`src/rtl/brx_pkg.sv`:
```
package brx_pkg;

    typedef enum logic [1:0] {
        ST_RUN       = 2'd0,
        ST_CALL_OPEN = 2'd1,
        ST_EXC       = 2'd2
    } brx_state_e;

    typedef enum logic [2:0] {
        C_OTHER = 3'd0,
        C_BCOND = 3'd1,
        C_BUNC  = 3'd2,
        C_LONG1 = 3'd3,
        C_LONG2 = 3'd4,
        C_XCH2  = 3'd5,
        C_BXR   = 3'd6,
        C_BLXR  = 3'd7
    } brx_cls_e;

endpackage

```
`src/rtl/brx_decode.sv`:
```
module brx_decode
    import brx_pkg::*;
#(
    parameter int AW = 32
) (
    input  logic [15:0]   instr,
    output brx_cls_e      cls,
    output logic [3:0]    cond,
    output logic [AW-1:0] off_cond,
    output logic [AW-1:0] off_unc,
    output logic [AW-1:0] off_hi,
    output logic [AW-1:0] off_lo,
    output logic [AW-1:0] off_xch
);
    localparam int SX8  = AW - 9;
    localparam int SX11 = AW - 12;
    localparam int SXHI = AW - 23;

    assign cond     = instr[11:8];
    assign off_cond = {{SX8{instr[7]}}, instr[7:0], 1'b0};
    assign off_unc  = {{SX11{instr[10]}}, instr[10:0], 1'b0};
    assign off_hi   = {{SXHI{instr[10]}}, instr[10:0], 12'b0};
    assign off_lo   = {{SX11{1'b0}}, instr[10:0], 1'b0};
    assign off_xch  = {{SX11{1'b0}}, instr[10:1], 2'b00};

    always_comb begin
        cls = C_OTHER;
        if (instr[15:12] == 4'b1101) begin
            cls = (instr[11:9] == 3'b111) ? C_OTHER : C_BCOND;
        end else if (instr[15:11] == 5'b11100) begin
            cls = C_BUNC;
        end else if (instr[15:11] == 5'b11101) begin
            cls = instr[0] ? C_OTHER : C_XCH2;
        end else if (instr[15:11] == 5'b11110) begin
            cls = C_LONG1;
        end else if (instr[15:11] == 5'b11111) begin
            cls = C_LONG2;
        end else if (instr[15:7] == 9'b010001110) begin
            cls = C_BXR;
        end else if (instr[15:7] == 9'b010001111) begin
            cls = C_BLXR;
        end
    end
endmodule

```
`src/rtl/brx_cond.sv`:
```
module brx_cond (
    input  logic [3:0] cond,
    input  logic [3:0] nzcv,
    output logic       pass
);
    logic n, z, c, v;
    assign {n, z, c, v} = nzcv;

    always_comb begin
        unique case (cond)
            4'd0:    pass = z;
            4'd1:    pass = !z;
            4'd2:    pass = c;
            4'd3:    pass = !c;
            4'd4:    pass = n;
            4'd5:    pass = !n;
            4'd6:    pass = v;
            4'd7:    pass = !v;
            4'd8:    pass = c && !z;
            4'd9:    pass = !c || z;
            4'd10:   pass = (n == v);
            4'd11:   pass = (n != v);
            4'd12:   pass = !z && (n == v);
            4'd13:   pass = z || (n != v);
            4'd14:   pass = 1'b1;
            default: pass = 1'b0;
        endcase
    end
endmodule

```
`src/rtl/brx_unit.sv`:
```
module brx_unit
    import brx_pkg::*;
#(
    parameter int          AW      = 32,
    parameter int unsigned EXC_VEC = 8
) (
    input  logic          clk,
    input  logic          rst_n,
    input  logic          in_valid,
    input  logic [15:0]   instr,
    input  logic [AW-1:0] cur_pc,
    input  logic [AW-1:0] lr_in,
    input  logic [AW-1:0] rm_val,
    input  logic [3:0]    nzcv,
    input  logic          exc_take,
    input  logic          exc_ret,
    output logic          out_valid,
    output logic [AW-1:0] pc_next,
    output logic          lr_we,
    output logic [AW-1:0] lr_wdata,
    output logic          cmode
);
    localparam logic [AW-1:0] MASK_B0  = ~AW'(1);
    localparam logic [AW-1:0] MASK_B10 = ~AW'(3);
    localparam logic [AW-1:0] VEC      = AW'(EXC_VEC);

    brx_state_e     state, state_d;
    logic           mode_d, saved_mode, saved_d;
    logic           ov_d, lwe_d;
    logic [AW-1:0]  pc_d, lwd_d;

    brx_cls_e       cls;
    logic [3:0]     cond;
    logic           pass;
    logic [AW-1:0]  off_cond, off_unc, off_hi, off_lo, off_xch;
    logic [AW-1:0]  base4, seq2, link_ret;
    logic           fire;

    brx_decode #(.AW(AW)) u_dec (
        .instr    (instr),
        .cls      (cls),
        .cond     (cond),
        .off_cond (off_cond),
        .off_unc  (off_unc),
        .off_hi   (off_hi),
        .off_lo   (off_lo),
        .off_xch  (off_xch)
    );

    brx_cond u_cond (
        .cond (cond),
        .nzcv (nzcv),
        .pass (pass)
    );

    assign base4    = cur_pc + AW'(4);
    assign seq2     = cur_pc + AW'(2);
    assign link_ret = seq2 | AW'(1);
    assign fire     = in_valid && !exc_take && (state != ST_EXC);

    always_comb begin
        state_d = state;
        mode_d  = cmode;
        saved_d = saved_mode;
        ov_d    = 1'b0;
        lwe_d   = 1'b0;
        pc_d    = pc_next;
        lwd_d   = lr_wdata;
        unique case (state)
            ST_RUN, ST_CALL_OPEN: begin
                if (exc_take) begin
                    saved_d = cmode;
                    mode_d  = 1'b0;
                    pc_d    = VEC;
                    ov_d    = 1'b1;
                    state_d = ST_EXC;
                end else if (in_valid) begin
                    ov_d    = 1'b1;
                    pc_d    = seq2;
                    state_d = ST_RUN;
                    unique case (cls)
                        C_BCOND: if (pass) pc_d = base4 + off_cond;
                        C_BUNC:  pc_d = base4 + off_unc;
                        C_LONG1: begin
                            lwe_d   = 1'b1;
                            lwd_d   = base4 + off_hi;
                            state_d = ST_CALL_OPEN;
                        end
                        C_LONG2: if (state == ST_CALL_OPEN) begin
                            pc_d  = lr_in + off_lo;
                            lwe_d = 1'b1;
                            lwd_d = link_ret;
                        end
                        C_XCH2: if (state == ST_CALL_OPEN) begin
                            pc_d   = (lr_in + off_xch) & MASK_B10;
                            lwe_d  = 1'b1;
                            lwd_d  = link_ret;
                            mode_d = 1'b0;
                        end
                        C_BXR: begin
                            pc_d   = rm_val & MASK_B0;
                            mode_d = rm_val[0];
                        end
                        C_BLXR: begin
                            pc_d   = rm_val & MASK_B0;
                            mode_d = rm_val[0];
                            lwe_d  = 1'b1;
                            lwd_d  = link_ret;
                        end
                        default: ;
                    endcase
                end
            end
            ST_EXC: begin
                if (exc_ret) begin
                    ov_d    = 1'b1;
                    pc_d    = lr_in & MASK_B0;
                    mode_d  = saved_mode;
                    state_d = ST_RUN;
                end
            end
            default: state_d = ST_RUN;
        endcase
    end

    always_ff @(posedge clk or negedge rst_n) begin
        if (!rst_n) begin
            state      <= ST_RUN;
            cmode      <= 1'b0;
            saved_mode <= 1'b0;
        end else begin
            state      <= state_d;
            cmode      <= mode_d;
            saved_mode <= saved_d;
        end
    end

    always_ff @(posedge clk or negedge rst_n) begin
        if (!rst_n) begin
            out_valid <= 1'b0;
            pc_next   <= '0;
            lr_we     <= 1'b0;
            lr_wdata  <= '0;
        end else begin
            out_valid <= ov_d;
            pc_next   <= pc_d;
            lr_we     <= lwe_d;
            lr_wdata  <= lwd_d;
        end
    end

    AST_SKIP_KEEPS_STATE: assert property (@(posedge clk) disable iff (!rst_n)
        $past(fire && cls == C_BCOND && !pass) |-> (!lr_we && $stable(cmode)));
    AST_LINK_ODD: assert property (@(posedge clk) disable iff (!rst_n)
        $past(fire && (cls == C_LONG2 || cls == C_XCH2) && state == ST_CALL_OPEN)
        |-> (lr_we && lr_wdata[0]));
    AST_STRAY_NO_LINK: assert property (@(posedge clk) disable iff (!rst_n)
        $past(fire && cls == C_LONG2 && state == ST_RUN) |-> !lr_we);
    AST_XCH_WORD_NATIVE: assert property (@(posedge clk) disable iff (!rst_n)
        $past(fire && cls == C_XCH2 && state == ST_CALL_OPEN)
        |-> (pc_next[1:0] == 2'b00 && !cmode));
    AST_REGX_MODE: assert property (@(posedge clk) disable iff (!rst_n)
        $past(fire && (cls == C_BXR || cls == C_BLXR))
        |-> (!pc_next[0] && cmode == $past(rm_val[0])));
    AST_EXC_TO_NATIVE: assert property (@(posedge clk) disable iff (!rst_n)
        $past(exc_take && state != ST_EXC) |-> (out_valid && !cmode && !lr_we));
    AST_EXC_QUIET: assert property (@(posedge clk) disable iff (!rst_n)
        $past(state == ST_EXC && !exc_ret) |-> !out_valid);
    AST_RET_RESTORES: assert property (@(posedge clk) disable iff (!rst_n)
        $past(state == ST_EXC && exc_ret) |-> (cmode == $past(saved_mode)));
endmodule

```
`config.mk`:
```
export PLATFORM = sky130hd
export DESIGN_NAME = brx_unit
export DESIGN_NICKNAME = d
export VERILOG_FILES = /design/src/rtl/brx_pkg.sv /design/src/rtl/brx_decode.sv /design/src/rtl/brx_cond.sv /design/src/rtl/brx_unit.sv
export SDC_FILE = /design/constraint.sdc
export NUM_CORES = 1
export LEC_CHECK = 0
export BUFFER_PORTS_ARGS = -buffer_cell sky130_fd_sc_hd__buf_4
export CAP_MARGIN = 30
export CORE_UTILIZATION = 54
export CTS_CLUSTER_DIAMETER = 30
export DETAILED_ROUTE_END_ITERATION = 8
export MAX_ROUTING_LAYER = met4
export PLACE_DENSITY = 0.84
export SLEW_MARGIN = 20
export SYNTH_ARGS = -nofsm -noshare
export SYNTH_HDL_FRONTEND = slang
export SYNTH_SLANG_ARGS = --single-unit
```
`constraint.sdc`:
```
create_clock -name clk -period 2.3 [get_ports clk]
set_clock_uncertainty 0.15 [all_clocks]
set_input_delay 0.345 -clock clk [delete_from_list [all_inputs] [get_ports clk]]
set_output_delay 0.345 -clock clk [all_outputs]
set_load 0.005 [all_outputs]
```
==> results of run 1 <==
==> through the flow <==
| step | util [%] | hold slack, ps | area, um^2 |
|---|---|---|---|
| after floorplan | - | -101 | 11900 |
| after global placement | 84.3 | 244 | 17200 |
| after detailed placement | 84.3 | 249 | 17200 |
| after CTS | 92.1 | 69.6 | 18800 |
==> routing by layer <==
| layer | GRT overflow | track usage (%) |
|---|---|---|
| met1 | 23 | 90.8 |
| met2 | 353 | 106 |
| met3 | 31 | 83.1 |
| met4 | 143 | 96.4 |
| met5 | - | - |
==> cell families after synthesis <==
group                    Yosys count
AND/OR/NAND/NOR                  580
flip-flops                        70
adder cells (fa/ha/maj)           86
buffers and inverters            125
AO/OA/AOI/OAI                    559
multiplexers                      25
XOR/XNOR                         131
==> timing repair <==
action,in CTS
hold endpoints to repair,43
hold buffers,1
buffers inserted,54
resized for setup,196
endpoints found under the setup margin,59
gates cloned,1
pin swaps,136
==> impl_metrics.ini, run 1 <==
[placed_design]
dp.cells = 2467
pre_cts_ws_ps = -1900
portBuffers = 187
place.gp.congestion = 1.28
hpwl_mm = 50.5

[logic_synthesis]
synthTopCellsByArea = dfrtp_1, ha_1, a21oi_1, nand2_1, xnor2_1
synth_common_cells = nand2_1, a21oi_1, nor2_1
synth-async-reset-ratio_pct = 100
synth_top_cell_area_share_pct = 15.4
ys_types = 93
yosysTopAreaCell = dfrtp_1
synthAdderAreaFrac_pct = 9.75
synth_fp_nets = 1783
synth_simple_gate_area_share_pct = 25.2
synth_compound_area_share_pct = 32.7
synth-edff-count = 0
ys_seq_area_share_pct = 15.4
synth_top_family_by_area = compound AO/OA/AOI/OAI gates
synth_cells = 1576
synth.ff_latch_count = 70
synth_ff_type = dfrtp_1
synth_mux_area_share_pct = 2.25
synth.most_common_cell = nand2_1
syn-cell-area_mm2 = 0.0113
synth-xor-area-share_pct = 10.1
ys_warn_count = 0
synthesis.area_per_instance_um2 = 7.20

[grt]
grt_usage_pct = 94.2
grt_start_max_net_pins = 45
grt_pass1_wl_mm = 152
grt_pass1_vias = 23800
overflow = 550

[floorplanning]
io_pins = 188
row_count = 52
dieHeight_um = 147
start_util_pct = 55.5
die_w_um = 147

[run_status]
status = stopped before the end
first-error = [ERROR GRT-0116] Global routing finished with congestion. Check the congestion regions in the DRC Viewer.
failing_step = 5_1_grt

[clock_tree]
htreeDepth = 3
cts-root-buf = clkbuf_16
cts.path.max_buffers = 2
cts_buffers = 9
cts_sinks = 70
==> run 2: changes to the inputs <==
CORE_UTILIZATION = 40   (was 54)
CTS_CLUSTER_DIAMETER = not set   (was 30)
MAX_ROUTING_LAYER = not set   (was met4)
PLACE_DENSITY = not set   (was 0.84)
PLACE_DENSITY_LB_ADDON = 0.15   (was not set)
clock period = 3 ns   (was 2.3 ns; I/O delays follow)
==> run 2 against run 1 <==
The flow now finishes, with violations (negative setup slack). Synthesized area did not move. Synthesized cell count unchanged.
==> impl_metrics.ini, run 2 <==
[min_path]
min_path_type = input pin to register

[routing]
num_vias = 15700
drc = 0
drt_iter0_drc = 1784
ant_nets = 0
wirelength_mm = 61.7
wl_per_cell_um = 24.0
via_per_inst = 6.12
firstDrtPassIters = 9

[sta]
tightest_slew_ps = 752
min_period_ps = 3640
fin_ws_ps = -637
rsz0062_at_grt = true
timing.slew.headroom_pct = 49.5
slew_viol_final = 0
setup_viol = 35
hold_viol_final = 0
clock.fmax_mhz = 275
finalCritPeriodShare_pct = 121
setup_tns_ps = -16020

[logic_synthesis]
synth-edff-count = 0
ys_seq_area_share_pct = 15.4
synth_common_cells = nand2_1, a21oi_1, nor2_1
yosysTopAreaCell = dfrtp_1
synth_fp_nets = 1783
synth_ff_type = dfrtp_1
synth.ff_latch_count = 70
syn-cell-area_mm2 = 0.0113
synth_cells = 1576
synth.most_common_cell = nand2_1
synth_top_cell_area_share_pct = 15.4
synthesis.area_per_instance_um2 = 7.20
synthTopCellsByArea = dfrtp_1, ha_1, a21oi_1, nand2_1, xnor2_1
ys_warn_count = 0
synth-async-reset-ratio_pct = 100
ys_types = 93

[flow_run]
max_cap_viol_count = 0

[cells_and_area]
register_area_mm2 = 0.00175
synthToLayoutAreaGrowth_pct = 65.5
final_cell_mix = buf_4, nand2_1, a21oi_1, nor2_1, o21ai_0
final_cell_area_mm2 = 0.0188
final_nets = 2397
multi_input_area_mm2 = 0.0106
drive_above_1_share_pct = 43.7
num-fill-cells = 2410
layout_commonest_cell = buf_4
top_regs = lr_wdata: 32 flops, pc_next: 32 flops, state: 2 flops
num_antenna_cells = 0

[clock_tree]
cts_sinks = 70
clk_latency_ps = 350
cts.path.max_buffers = 2
htreeDepth = 3
cts.clk_slew.worst_paths_ps = 60
cts-root-buf = clkbuf_16
cts_buffers = 9
cts_tree = yes

[placed_design]
place.gp.congestion = 1.10
post_dp_cell_area_mm2 = 0.0167
pre_cts_ws_ps = -1190
portBuffers = 187
hpwl_mm = 48.3

[grt]
overflow = 0
grt_pass1_wl_mm = 88.5
grt_start_max_net_pins = 71
antenna_found_initial = 1
grt_pass1_vias = 14400
grt_usage_pct = 41.3

[critical_path]
cp_max_fo = 5
crit_buf_inv = 2
crit_type = input pin to register
critPathSlowestCell = or3_4
cp.arrival_ps = 3730
cp-end-kind = register
cp_cell_sequence = buf_8 > ha_4 > nand3_4 > nor2_4 > and4_4 > nand3_2 > nor2_2 > xor2_1 > buf_4 > ha_4 > and3_4 > nand2_1 > or3_4 > o211ai_1 > nand2_1 > xor2_2 > o211ai_1 > a221o_1
slowest_delay_ps = 350
critPathRequiredTime_ps = 3090
ff2ff_setup_slack_ps = 280
cp-start-kind = input pin
crit_family = simple AND/OR/NAND/NOR gates

[floorplanning]
start_util_pct = 40.7
core_mm2 = 0.0279
die_w_um = 170
io_pins = 188
dieArea_mm2 = 0.0290
row_count = 61
dieHeight_um = 170

[power_and_ir_drop]
seqPwrFrac_pct = 21.4
p_sw_mw = 2.66
p_sw_share_pct = 41.7
p_clk_share_pct = 17.5
p_comb_share_pct = 61.1
vdd_ir_drop_max_mv = 0.249
p_per_area_mw_per_mm2 = 340
power_mw = 6.39
p_leak_nw = 8.54
p_int_mw = 3.73

[run_status]
status = finished, violations left
violations = negative setup slack
run 2: cell type report:
class,count,share of cell area [%]
multi-input combinational,1381,56.6
tap,378,2.52
inverter,31,0.620
clock inverter,6,0.333
clock buffer,10,1.22
timing repair buffer,697,29.4
sequential,70,9.33
run 2: final timing paths:
kind                              start  depth (start not counted)            to
setup reg to reg               state[1]                         10   pc_next[13]
min in group asynchronous         rst_n                          2    saved_mode
hold / removal                  exc_ret                          2      state[1]
hold reg to reg            lr_wdata[19]                          2  lr_wdata[19]
max in group asynchronous         rst_n                          3  lr_wdata[26]
setup / recovery              cur_pc[2]                         18   pc_next[27]
run 2: per-stage QoR:
| stage | hold slack [ps] | instances | util [%] |
|---|---|---|---|
| floorplan | 4.41 | 1576 | - |
| global placement | 314 | 2501 | 59.9 |
| detailed placement | 324 | 2501 | 59.9 |
| CTS | 140 | 2548 | 64.5 |
| global route | 154 | 2573 | 67.4 |
| finish | 157 | 2573 | 67.4 |
run 2: layer usage:
metal / up-vias / GRT usage, % / wire, um
li1: 7133 / - / -
met2: 952 / 63.3 / 26600
met3: 166 / 7.67 / 6330
met1: 7492 / 58.1 / 26300
met4: 0 / 12.6 / 2380
met5: - / 0 / 0
run 2: worst reg2reg max path: stages (launching register included):
cell and delay [ps]:
dfrtp_1 470, nor2b_2 310, a21oi_4 110, inv_1 270
buf_12 230, nand2_1 180, buf_4 190, a221oi_1 290
o21ai_2 110, a211oi_2 200, a21oi_1 90
run 2: cells by family (layout without fill, tap and decap cells):
| family | after synthesis | in the layout | share of synthesized area (%) |
|---|---|---|---|
| AOI/OAI and AO/OA | 559 | 559 | 32.7 |
| and+or+nand+nor | 580 | 580 | 25.2 |
| DFF | 70 | 70 | 15.4 |
| muxes | 25 | 25 | 2.25 |
| xor gates and xnor gates | 131 | 131 | 10.1 |
| buffers and inverters | 125 | 744 | 4.54 |
| adders and majority gates | 86 | 86 | 9.75 |
run 2: repair_timing:
action,in CTS,in global routing
hold endpoints to repair,0,30
pin swaps,128,148
endpoints found under the setup margin,36,40
hold buffers,0,1
gates resized for setup,151,124
setup buffers,35,31
run 2: power by group through the flow:
stage | registers, mW | clock network [mW] | logic, mW
after detailed placement | 1.38 | 0 | 3.35
after CTS | 1.36 | 1.12 | 3.59
after floorplan | 1.34 | 0 | 1.53
after global placement | 1.37 | 0 | 3.32
after global routing | 1.39 | 1.15 | 4.13
final | 1.37 | 1.12 | 3.90
No activity file was read; power rests on OpenSTA's default activity.
==> run 3: changes to the inputs <==
CTS_CLUSTER_DIAMETER = 100   (was not set)
MAX_ROUTING_LAYER = met4   (was not set)
PLACE_DENSITY = 0.6   (was not set)
PLACE_DENSITY_LB_ADDON = not set   (was 0.15)
==> run 3 against run 2 <==
The run still ends with negative setup slack left. Register-to-register slack got worse by 40 ps. Worst setup slack got worse by 61 ps. Final cell count decreased by 0.23%. Sequential cell count unchanged. Critical path depth decreased by 2. Clock power about the same. Clock-buffer cell count decreased by 1. First-iteration DRC count increased by 11%. Final area increased by 0.89%. Global-route usage increased by 1.6 points. Via count increased by 0.12%. Sequential power about the same. Critical path type unchanged. Largest cell class unchanged. Largest power group unchanged.
==> impl_metrics.ini, run 3 (synthesis gave the netlist of run 2 again) <==
[critical_path]
crit_family = simple AND/OR/NAND/NOR gates
cp-endpoint = pc_next[27]
ff2ff_setup_slack_ps = 240
critPathRequiredTime_ps = 3100
cp-start-kind = input pin
cp_max_fo = 7
crit_buf_inv = 2
cp_num_cells = 16
cp-end-kind = register
crit_start = cur_pc[10]
r2r_end = pc_next[31]
cp.arrival_ps = 3790
slowest_delay_ps = 400
rr_worst_depth = 8
critPathSlowestCell = o211ai_1
r2r-start = state[1]
crit_type = input pin to register
cp_cell_sequence = buf_8 > nand4_1 > or2_1 > or2_1 > buf_12 > nor2_4 > xor2_4 > ha_4 > and3_4 > nand2_1 > or3_1 > o211ai_1 > nand2_1 > xor2_2 > o211ai_1 > a221o_1

[grt]
grt_usage_pct = 42.9
grt_start_max_net_pins = 51
grt_pass1_vias = 14800
grt_pass1_wl_mm = 90.2
overflow = 0
antenna_found_initial = 2

[routing]
drt_iter0_drc = 1975
num_vias = 15800
firstDrtPassIters = 6
drc = 0
wirelength_mm = 62.2
via_per_inst = 6.14
ant_nets = 0
wl_per_cell_um = 24.2

[sta]
setup_tns_ps = -16830
slew_viol_final = 0
finalCritPeriodShare_pct = 123
fin_ws_ps = -698
clock.fmax_mhz = 270
whs_ps = 151
timing.slew.headroom_pct = 38.2
setup_viol = 35
hold_viol_final = 0
tightest_slew_ps = 924
rsz0062_at_grt = true
min_period_ps = 3700

[floorplanning]
dieHeight_um = 170
start_util_pct = 40.7
row_count = 61
core_mm2 = 0.0279
io_pins = 188
die_w_um = 170
dieArea_mm2 = 0.0290

[clock_tree]
htreeDepth = 3
cts-root-buf = clkbuf_16
cts.path.max_buffers = 2
cts_sinks = 70
cts_tree = yes
cts.clk_slew.worst_paths_ps = 60
cts_buffers = 9
clk_latency_ps = 360

[cells_and_area]
final_cell_area_mm2 = 0.0189
num_antenna_cells = 0
num-fill-cells = 2271
layout_commonest_cell = buf_4
top_regs = lr_wdata: 32 flops, pc_next: 32 flops, state: 2 flops
drive_above_1_share_pct = 44.4
synthToLayoutAreaGrowth_pct = 67.0
final_nets = 2392
final_cell_mix = buf_4, nand2_1, nor2_1, a21oi_1, o21ai_0

[flow_run]
max_cap_viol_count = 0

[run_status]
status = finished, violations left
violations = negative setup slack

[min_path]
min_path_type = input pin to register
hold_start = exc_take

[power_and_ir_drop]
p_per_area_mw_per_mm2 = 341
p_leak_nw = 8.54
vdd_ir_drop_max_mv = 0.299

[placed_design]
portBuffers = 187
hpwl_mm = 48.7
place.gp.congestion = 1.04
post_dp_cell_area_mm2 = 0.0166
==> run 3: cell count changes in the layout (fill, tap and decap cells not counted), sizes merged <==
cell and change:
clkinv +1, clkinvlp -1, buf -5, clkbuf -1
==> run 3: worst register-to-register path, cell delays in order, from the launching register on <==
cell,delay (ps)
dfrtp_1,470
nor2b_2,220
a21oi_4,270
inv_1,130
and3_1,220
a221o_1,300
o41ai_1,610
o21ai_1,140
o2bb2ai_1,150
==> run 3: worst min-delay path by stage <==
stage,slack (ps),to,depth (start not counted)
2_1_floorplan,4,cmode,0
3_3_place_gp,310,lr_wdata[16],2
3_5_place_dp,260,saved_mode,1
4_1_cts,140,state[0],2
5_1_grt,150,state[0],2
6_report,150,state[0],2
==> run 3: report_power, final <==
part	switching [mW]	total (mW)	internal, mW
clock network	0.481	1.12	0.638
registers	0.192	1.37	1.18
logic	2.03	3.97	1.94
==> run 3: layout make-up <==
| cell class | count | area, um^2 | area share [%] |
|---|---|---|---|
| Multi-Input combinational cell | 1381 | 10800 | 57.3 |
| Timing Repair Buffer | 692 | 5470 | 28.9 |
| Sequential cell | 70 | 1750 | 9.24 |
| Tap cell | 378 | 473 | 2.50 |
| Clock buffer | 9 | 225 | 1.19 |
| Inverter | 31 | 119 | 0.627 |
| Clock inverter | 6 | 63.8 | 0.337 |
==> run 3: metrics by stage <==
| stage | worst slack [ps] | util (%) | instances | total power [mW] |
|---|---|---|---|---|
| 3_3_place_gp | -1160 | 59.7 | 2497 | 4.69 |
| 5_1_grt | -845 | 68.0 | 2567 | 6.74 |
| 2_1_floorplan | -718 | - | 1576 | 2.87 |
| 6_report | -698 | 68.0 | 2567 | 6.46 |
| 4_1_cts | -614 | 65.6 | 2546 | 6.16 |
| 3_5_place_dp | -1180 | 59.8 | 2498 | 4.73 |
==> run 3: what timing repair did <==
item | in CTS | in global routing
pin swaps | 130 | 97
hold endpoints to repair | 28 | 0
endpoints found under the setup margin | 35 | 41
buffers inserted | 40 | 23
gates resized for setup | 206 | 100
hold buffers | 1 | 0
==> run 3: per-layer routing <==
metal / part of all wire [%] / wire [um] / vias to the layer above / GRT usage, %
li1: - / - / 7116 / -
met1: 43 / 26600 / 7642 / 56.4
met2: 44 / 27200 / 826 / 64.6
met3: 9.1 / 5650 / 178 / 7.70
met4: 4.5 / 2800 / 0 / 17.2
met5: 0 / 0 / - / -
